--- config.mk ---
export PLATFORM = sky130hd
export DESIGN_NAME = hc_irq_status_regs
export DESIGN_NICKNAME = d
export VERILOG_FILES = /design/src/rtl/hcis_pkg.sv /design/src/rtl/hcis_ctrl.sv /design/src/rtl/hcis_datapath.sv /design/src/rtl/hc_irq_status_regs.sv
export SDC_FILE = /design/constraint.sdc
export NUM_CORES = 1
export LEC_CHECK = 0
export ABC_AREA = 1
export BUFFER_PORTS_ARGS = -buffer_cell sky130_fd_sc_hd__buf_4
export CELL_PAD_IN_SITES_DETAIL_PLACEMENT = 2
export CELL_PAD_IN_SITES_GLOBAL_PLACEMENT = 2
export CORE_MARGIN = 2
export CORE_UTILIZATION = 25
export CTS_BUF_LIST = sky130_fd_sc_hd__clkbuf_8
export DETAILED_ROUTE_END_ITERATION = 8
export GPL_TIMING_DRIVEN = 0
export HOLD_SLACK_MARGIN = 0.12
export PLACE_DENSITY = 0.84
export SLEW_MARGIN = 25
export SYNTH_ARGS = -nofsm -noshare
export SYNTH_HDL_FRONTEND = slang
export SYNTH_SLANG_ARGS = --single-unit
--- constraint.sdc ---
create_clock -name clk -period 2.1 [get_ports clk]
set_input_delay 0.42 -clock clk [delete_from_list [all_inputs] [get_ports clk]]
set_output_delay 0.42 -clock clk [all_outputs]
set_load 0.01 [all_outputs]
--- src/rtl/hcis_pkg.sv ---
package hcis_pkg;

  typedef enum logic [1:0] {
    FS_RESET   = 2'b00,
    FS_RESUME  = 2'b01,
    FS_OPER    = 2'b10,
    FS_SUSPEND = 2'b11
  } funcState_e;

  localparam logic [6:0] REG_CONTROL = 7'h01;
  localparam logic [6:0] REG_CMDSTAT = 7'h02;
  localparam logic [6:0] REG_INTSTAT = 7'h03;
  localparam logic [6:0] REG_INTEN   = 7'h04;

  typedef enum logic [2:0] {
    SEL_NONE,
    SEL_CONTROL,
    SEL_CMDSTAT,
    SEL_INTSTAT,
    SEL_INTEN
  } readSel_e;

  typedef struct packed {
    logic     wrControl;
    logic     wrIntStat;
    logic     wrIntEn;
    logic     rstStart;
    logic     rstDone;
    logic     rstActive;
    readSel_e rdSel;
  } ctrlStrobe_t;

endpackage

--- src/rtl/hcis_ctrl.sv ---
module hcis_ctrl
  import hcis_pkg::*;
#(
  parameter int RST_CYCLES = 16
) (
  input  logic        clk,
  input  logic        rstN,
  input  logic        cmdStrobe,
  input  logic [7:0]  cmdCode,
  input  logic        rstReqBit,
  output ctrlStrobe_t strb,
  output logic        busy
);

  localparam int CW = (RST_CYCLES > 2) ? $clog2(RST_CYCLES) : 1;
  localparam logic [CW-1:0] LAST_CNT = CW'(RST_CYCLES - 1);

  logic          rstActive;
  logic [CW-1:0] rstCnt;
  logic          isWrite;
  logic [6:0]    regId;
  logic          accept;
  logic          rstDone;

  assign isWrite = cmdCode[7];
  assign regId   = cmdCode[6:0];
  assign accept  = cmdStrobe && !rstActive && isWrite;
  assign rstDone = rstActive && (rstCnt == LAST_CNT);

  always_comb begin
    strb           = '0;
    strb.wrControl = accept && (regId == REG_CONTROL);
    strb.wrIntStat = accept && (regId == REG_INTSTAT);
    strb.wrIntEn   = accept && (regId == REG_INTEN);
    strb.rstStart  = accept && (regId == REG_CMDSTAT) && rstReqBit;
    strb.rstDone   = rstDone;
    strb.rstActive = rstActive;
    if (rstActive) begin
      strb.rdSel = SEL_NONE;
    end else begin
      unique case (regId)
        REG_CONTROL: strb.rdSel = SEL_CONTROL;
        REG_CMDSTAT: strb.rdSel = SEL_CMDSTAT;
        REG_INTSTAT: strb.rdSel = SEL_INTSTAT;
        REG_INTEN:   strb.rdSel = SEL_INTEN;
        default:     strb.rdSel = SEL_NONE;
      endcase
    end
  end

  always_ff @(posedge clk or negedge rstN) begin
    if (!rstN) begin
      rstActive <= 1'b0;
      rstCnt    <= '0;
    end else if (strb.rstStart) begin
      rstActive <= 1'b1;
      rstCnt    <= '0;
    end else if (rstDone) begin
      rstActive <= 1'b0;
      rstCnt    <= '0;
    end else if (rstActive) begin
      rstCnt <= rstCnt + 1'b1;
    end
  end

  assign busy = rstActive;


  busy_release_chk: assert property (@(posedge clk) disable iff (!rstN)
    rstDone |=> !busy);


  busy_hold_chk: assert property (@(posedge clk) disable iff (!rstN)
    (busy && !rstDone) |=> busy);


  busy_start_chk: assert property (@(posedge clk) disable iff (!rstN)
    strb.rstStart |=> busy);

endmodule

--- src/rtl/hcis_datapath.sv ---
module hcis_datapath
  import hcis_pkg::*;
#(
  parameter int NUM_EVENTS = 7,
  parameter int OVR_EVENT  = 0
) (
  input  logic                  clk,
  input  logic                  rstN,
  input  ctrlStrobe_t           strb,
  input  logic [NUM_EVENTS-1:0] wrEvt,
  input  logic                  wrMaster,
  input  logic [1:0]            wrState,
  input  logic [NUM_EVENTS-1:0] eventIn,
  output logic [31:0]           rdData,
  output logic                  irq,
  output logic [1:0]            funcState
);

  logic [NUM_EVENTS-1:0] intStatus;
  logic [NUM_EVENTS-1:0] intEnable;
  logic                  masterEn;
  logic [1:0]            ovrCount;
  funcState_e            stateQ;

  // one sticky cell per event: set beats host clear
  for (genvar i = 0; i < NUM_EVENTS; i++) begin : g_statusCell
    always_ff @(posedge clk or negedge rstN) begin
      if (!rstN) begin
        intStatus[i] <= 1'b0;
      end else if (strb.rstDone) begin
        intStatus[i] <= 1'b0;
      end else if (eventIn[i]) begin
        intStatus[i] <= 1'b1;
      end else if (strb.wrIntStat && wrEvt[i]) begin
        intStatus[i] <= 1'b0;
      end
    end
  end

  always_ff @(posedge clk or negedge rstN) begin
    if (!rstN) begin
      ovrCount <= 2'b00;
    end else if (strb.rstDone) begin
      ovrCount <= 2'b00;
    end else if (eventIn[OVR_EVENT]) begin
      ovrCount <= ovrCount + 2'b01;
    end
  end

  always_ff @(posedge clk or negedge rstN) begin
    if (!rstN) begin
      intEnable <= '0;
      masterEn  <= 1'b0;
    end else if (strb.rstDone) begin
      intEnable <= '0;
      masterEn  <= 1'b0;
    end else if (strb.wrIntEn) begin
      intEnable <= wrEvt;
      masterEn  <= wrMaster;
    end
  end

  always_ff @(posedge clk or negedge rstN) begin
    if (!rstN) begin
      stateQ <= FS_RESET;
    end else if (strb.rstStart) begin
      stateQ <= FS_SUSPEND;
    end else if (strb.wrControl) begin
      stateQ <= funcState_e'(wrState);
    end
  end

  assign funcState = stateQ;
  assign irq       = masterEn && |(intStatus & intEnable);

  always_comb begin
    rdData = '0;
    unique case (strb.rdSel)
      SEL_CONTROL: rdData[7:6] = stateQ;
      SEL_CMDSTAT: begin
        rdData[17:16] = ovrCount;
        rdData[0]     = strb.rstActive;
      end
      SEL_INTSTAT: rdData[NUM_EVENTS-1:0] = intStatus;
      SEL_INTEN: begin
        rdData[NUM_EVENTS-1:0] = intEnable;
        rdData[31]             = masterEn;
      end
      default: rdData = '0;
    endcase
  end


  status_set_only_chk: assert property (@(posedge clk) disable iff (!rstN)
    (intStatus & ~$past(intStatus) & ~$past(eventIn)) == '0);


  event_wins_chk: assert property (@(posedge clk) disable iff (!rstN)
    !strb.rstDone |=> ((intStatus & $past(eventIn)) == $past(eventIn)));


  ovr_step_chk: assert property (@(posedge clk) disable iff (!rstN)
    (eventIn[OVR_EVENT] && !strb.rstDone) |=> (ovrCount == $past(ovrCount) + 2'b01));


  reset_clear_chk: assert property (@(posedge clk) disable iff (!rstN)
    strb.rstDone |=> (ovrCount == 2'b00 && intEnable == '0 && !masterEn));

endmodule

--- src/rtl/hc_irq_status_regs.sv ---
module hc_irq_status_regs
  import hcis_pkg::*;
#(
  parameter int NUM_EVENTS = 7,
  parameter int OVR_EVENT  = 0,
  parameter int RST_CYCLES = 16
) (
  input  logic                  clk,
  input  logic                  rstN,
  input  logic                  cmdStrobe,
  input  logic [7:0]            cmdCode,
  input  logic [31:0]           wrData,
  output logic [31:0]           rdData,
  output logic                  busy,
  input  logic [NUM_EVENTS-1:0] eventIn,
  output logic                  irq,
  output logic [1:0]            funcState
);

  ctrlStrobe_t strb;

  hcis_ctrl #(
    .RST_CYCLES(RST_CYCLES)
  ) u_ctrl (
    .clk      (clk),
    .rstN     (rstN),
    .cmdStrobe(cmdStrobe),
    .cmdCode  (cmdCode),
    .rstReqBit(wrData[0]),
    .strb     (strb),
    .busy     (busy)
  );

  hcis_datapath #(
    .NUM_EVENTS(NUM_EVENTS),
    .OVR_EVENT (OVR_EVENT)
  ) u_datapath (
    .clk      (clk),
    .rstN     (rstN),
    .strb     (strb),
    .wrEvt    (wrData[NUM_EVENTS-1:0]),
    .wrMaster (wrData[31]),
    .wrState  (wrData[7:6]),
    .eventIn  (eventIn),
    .rdData   (rdData),
    .irq      (irq),
    .funcState(funcState)
  );

endmodule

# After elaboration in Yosys (flattened, before gate mapping)
# Cells that the tools add are included.
word_totals:
  ff_bits: 24
  out_inout_bits: 36
  elab_cells: 97
op_classes:
  addsub: 2
  bitwise_logic: 1
  muxes: 42
  reduce_logical: 30
  eq_ne: 9
op_table:
  columns: ["cell", "count"]
  rows:
  - ["2-to-1 mux 1 bit", 27]
  - ["nonzero test 3 bit", 8]
  - ["logical AND 1 bit", 16]
  - ["equality test 7 x 2 -> 1 bit (second input constant)", 2]
  - ["2-to-1 mux 7 bit", 2]
  - ["2-to-1 mux 4 bit", 3]
  - ["case mux 3 bit (4 select lines)", 1]
  - ["2-to-1 mux 2 bit", 5]
  - ["case mux 5 bit (2 select lines)", 1]
  - ["nonzero test 2 bit", 4]
  - ["bitwise AND 7 bit", 1]
  - ["equality test 7 x 1 -> 1 bit (second input constant)", 1]
  - ["equality test 7 x 3 -> 1 bit (second input constant)", 1]
  - ["OR reduction 7 bit", 1]
  - ["equality test 3 x 2 -> 1 bit (second input constant)", 2]
  - ["case mux 1 bit (3 select lines)", 2]
  - ["adder 4 x 1 -> 4 bit (second input constant)", 1]
  - ["equality test 4 bit (second input constant)", 1]
  - ["equality test 3 x 1 -> 1 bit (second input constant)", 1]
  - ["equality test 3 bit (second input constant)", 1]
  - ["2-to-1 mux 3 bit", 1]
  - ["adder 2 x 1 -> 2 bit (second input constant)", 1]
  - ["logical NOT 1 bit", 1]

# Longest topological paths before layout
logic_depth:
  word_depth: 8
  mapped_depth: 9

# Hierarchy
# Synthesis repeated with hierarchy kept, for this count alone.
hier_totals:
  cells_unflattened: 208
  hier_area_um2: 1584.0
modules_own_cells:
  columns: ["module", "area_each_um2", "n_inst", "cells_each"]
  rows:
  - ["hcis_datapath", 1173.6, 1, 149]
  - ["hcis_ctrl", 410.4, 1, 59]

# Worst setup path before layout
# OpenSTA, ideal clock, no wires.
synth_path:
  path_kind: "input-to-output"
  start: "in cmdCode[4]"
  end: "out rdData[0]"
  slack_ps: 430
  path_buffers: 0
  arrival_time_ps: 1250
  path_stages: 9
  cell_sequence: "inv_1 > nand2_1 > nor2_4 > nand2_1 > nand2_1 > nand2_1 > nor2_2 > nand2_1 > nand2_1"
synth_between:
  elab_chain_cells: 5
  elab_cells_between_ends: 10
  cone_classes: "eq/ne: 7; mux: 3"
synth_lines:
  columns: ["item", "line_no", "rtl"]
  rows:
  - ["from (decl)", "hc_irq_status_regs.sv:11", "input logic [7:0] cmdCode,"]
  - ["equality test 7 x 3 -> 1 bit, or another cell as far along", "hcis_ctrl.sv:41", "unique case (regId)"]
  - ["case mux 3 bit (4 select lines) (*)", "hcis_ctrl.sv:41", null]
  - ["2-to-1 mux 3 bit (*)", "hcis_ctrl.sv:38", "if (rstActive) begin"]
  - ["equality test 3 bit / equality test 3 x 2 -> 1 bit (equally long branches)", "hcis_datapath.sv:78", "unique case (strb.rdSel)"]
  - ["case mux 1 bit (3 select lines) (*)", "hcis_datapath.sv:78", null]
  - ["to (decl)", "hc_irq_status_regs.sv:13", "output logic [31:0] rdData,"]
# Every way passes the cells marked *; elsewhere a longest branch is shown, timed or not.

# Worst setup path in the final report
layout_path:
  start: "in cmdCode[5]"
  end: "out rdData[6]"
layout_between:
  elab_chain_cells: 5
  elab_cells_between_ends: 10
  cone_classes: "eq/ne: 7; mux: 3"
layout_lines:
  columns: ["item", "line_no"]
  rows:
  - ["equality test 7 x 3 -> 1 bit, or another cell as far along", "hcis_ctrl.sv:41"]
  - ["case mux 3 bit (4 select lines) (*)", "hcis_ctrl.sv:41"]
  - ["2-to-1 mux 3 bit (*)", "hcis_ctrl.sv:38"]
  - ["equality test 3 bit, or another cell as far along", "hcis_datapath.sv:78"]
  - ["case mux 1 bit (3 select lines) (*)", "hcis_datapath.sv:78"]
# Marked as above.

==> results_dict.tcl <==
set metrics [dict create \
    outcome "completed" \
    die_x_microns 83.1 \
    ant_nets 0 \
    dp_hpwl_mm 3.81 \
    start_util 0.261 \
    required_ps 1680 \
    clk_path_buf_depth 2 \
    syn_avg_cell_area_sq_um 7.18 \
    finalClockSkew_ps 3.35 \
    synthArstFlopShare 1.00 \
    r2r_end "u_datapath.intStatus[6]" \
    cellLeakagePower_nw 1.15 \
    synth_seq_cells 24 \
    powerDensity_nw_per_um2 566 \
    mostFrequentLayoutCells "67 x nand2_1, 63 x buf_4, 23 x dfrtp_1" \
    critPathLaunchType "primary input" \
    routedWlPerCell_microns 13.6 \
    fp.dieH_microns 83.1 \
    grt_overflow_total 0 \
    globalRouteMet3Util 0.0288 \
    arrival_ps 1610 \
    max_cap_viol_count 0 \
    drive_above_1_share 0.344 \
    intPower_mw 0.891 \
    io_buffers 41 \
    grt_pass1_vias 1646 \
    finalSetupTns_ps 0 \
    setup_viol 0 \
    routabilityCongestion 0.710 \
    synth_edf_count 0 \
    final_area_sq_um 2190 \
    hold_class "in -> reg" \
    p_seq_frac 0.456 \
    yosysWarnings 0 \
    grt_pass1_wl_mm 8.02 \
    n_antenna_cell 0 \
    critPathMaxFanout 7 \
    clkLatencyLatePin_ps 280 \
    p_switching_mw 0.348 \
    slew_viol_final 0 \
    ys_seq_area_frac 0.384 \
    initialDrtViolationCount 26 \
    dp_slack_ps -28.6 \
    ff2ff_setup_slack_ps 500 \
    fmax_mhz 492 \
    end_kind "output port" \
    clockRootBuffer "clkbuf_8" \
    grt_usage 0.142 \
    drc_errors 0 \
    path_clk_slew_ps 90 \
    core_area_sq_um 5990 \
    grt_max_degree 25 \
    num_vias 1580 \
    synth_cells 218 \
    r2r_start "u_ctrl.busy" \
    antenna_found_initial 0 \
    comb_power_share 0.199 \
    drt_pass1_iterations 4 \
    ys.flop_type "dfrtp_1" \
    syn_area_sq_um 1570 \
    swShare 0.281 \
    grt_use_met2 0.244 \
    clkPwrFrac 0.345 \
    fin_util 0.365 \
    mostFrequentLayoutCell "nand2_1" \
    r2r_cells 6 \
    min_period_ps 2030 \
    cts_made_buffers 3 \
    ioPinCount 86 \
    yosysUniqueCellTypes 25 \
    post-route-period-util 0.969 \
    worst_slack_ps 65.7 \
    dieArea_sq_um 6910 \
    cts-htree-levels 1 \
    viasPerCell 4.39 \
    nNetsFinal 337 \
    cts.sinks 24 \
    cts_tree "done" \
    drt-total-wl_mm 4.89 \
    peakVddDrop_mv 0.282 \
    hold_violations 0 \
    crit_type "in -> out" \
    min_to "u_datapath.intStatus[1]" \
    min_from "eventIn[1]" \
    place_area_sq_um 2040 \
    num_rows 28 \
    min_path_cells 3 \
    use_met1 0.185 \
    total_power_mw 1.24 \
    syn2layout_area_growth_pct 39.9 \
    top_usage_layer "met2" \
]
power by group through the flow:
stage	clock network [mW]	registers (mW)	logic, mW
final	0.427	0.565	0.247
after global routing	0.454	0.576	0.283
after detailed placement	0	0.575	0.242
after floorplan	0	0.564	0.149
after CTS	0.435	0.566	0.245
after global placement	0	0.571	0.231
metal layers:
| layer | routed length [microns] | vias up |
|---|---|---|
| li1 | - | 774 |
| met1 | 2220 | 766 |
| met2 | 2440 | 36 |
| met3 | 195 | 4 |
| met4 | 32 | 0 |
| met5 | 0 | - |
worst max-delay path, cell delays in order:
cell	delay (ps)
buf_4	110
inv_1	60
nand2_2	60
nor2_4	220
nand3_4	160
nor2_4	260
nand2_1	90
nand3_1	100
buf_4	120
flip-flops by register name, summed over array words and instances (netlist names):
register,cells
u_ctrl.busy,1
u_datapath.intStatus,7
u_datapath.masterEn,1
u_datapath.ovrCount,2
u_datapath.intEnable,7
u_ctrl.rstCnt,4
u_datapath.funcState,2
cells in the mapped netlist, types with 2 or more instances:
master   number  share of area
a21oi_1       2         0.0064
buf_4        21           0.10
dfrtp_1      24           0.38
inv_1        18          0.043
inv_2         3         0.0072
nand2_1      78           0.19
nand3_1      18          0.058
nand3_2       3          0.019
nand4_1       3          0.012
nor2_1       19          0.046
nor2_2        5          0.020
nor2_4        2          0.014
nor3b_1       2         0.0096
o21ai_0       8          0.026
xor2_1        2          0.011
cell type report:
type,instances,area [sq um]
flip-flops and latches,24,602
well taps,75,93.8
fillers,728,3800
clock inverters,1,30.0
inverters,22,85.1
multi-input cells,171,855
repair buffers,43,325
clock buffers,3,41.3
plain buffers,21,158
logic make-up (layout without fill, tap and decap cells):
group                      after synthesis  in the layout  synth area share
DFF                                     24             24             0.384
other                                    1             21           0.00240
AOI/OAI and AO/OA                       13             13            0.0504
xor gates and xnor gates                 2              2            0.0112
and+or+nand+nor                        134            134             0.389
adders and majority gates                1              1           0.00799
buffers and inverters                   43             90             0.155
how the worst max path moves through the flow:
stage / cells past startpoint / slack (ps) / end / startpoint
6_report: 9 / 70 / rdData[6] / cmdCode[5]
5_1_grt: 11 / -10 / rdData[5] / cmdCode[4]
4_1_cts: 11 / 30 / rdData[0] / cmdCode[4]
3_5_place_dp: 9 / -30 / rdData[6] / cmdCode[4]
3_3_place_gp: 9 / -10 / rdData[6] / cmdCode[4]
2_1_floorplan: 9 / 430 / rdData[0] / cmdCode[4]
per-stage QoR:
stage	hold slack (ps)	std cells
6_report	350	360
5_1_grt	352	360
4_1_cts	345	359
3_5_place_dp	354	354
3_3_place_gp	346	354
2_1_floorplan	124	238
what timing repair did:
item                                    in CTS  in global routing
hold endpoints to repair                    24                  0
buffers inserted                             0                  1
hold buffers                                 1                  0
gates resized for setup                      3                 16
endpoints found under the setup margin       6                  7
pin swaps                                    0                  8
Power figures use the tool's default switching activity.
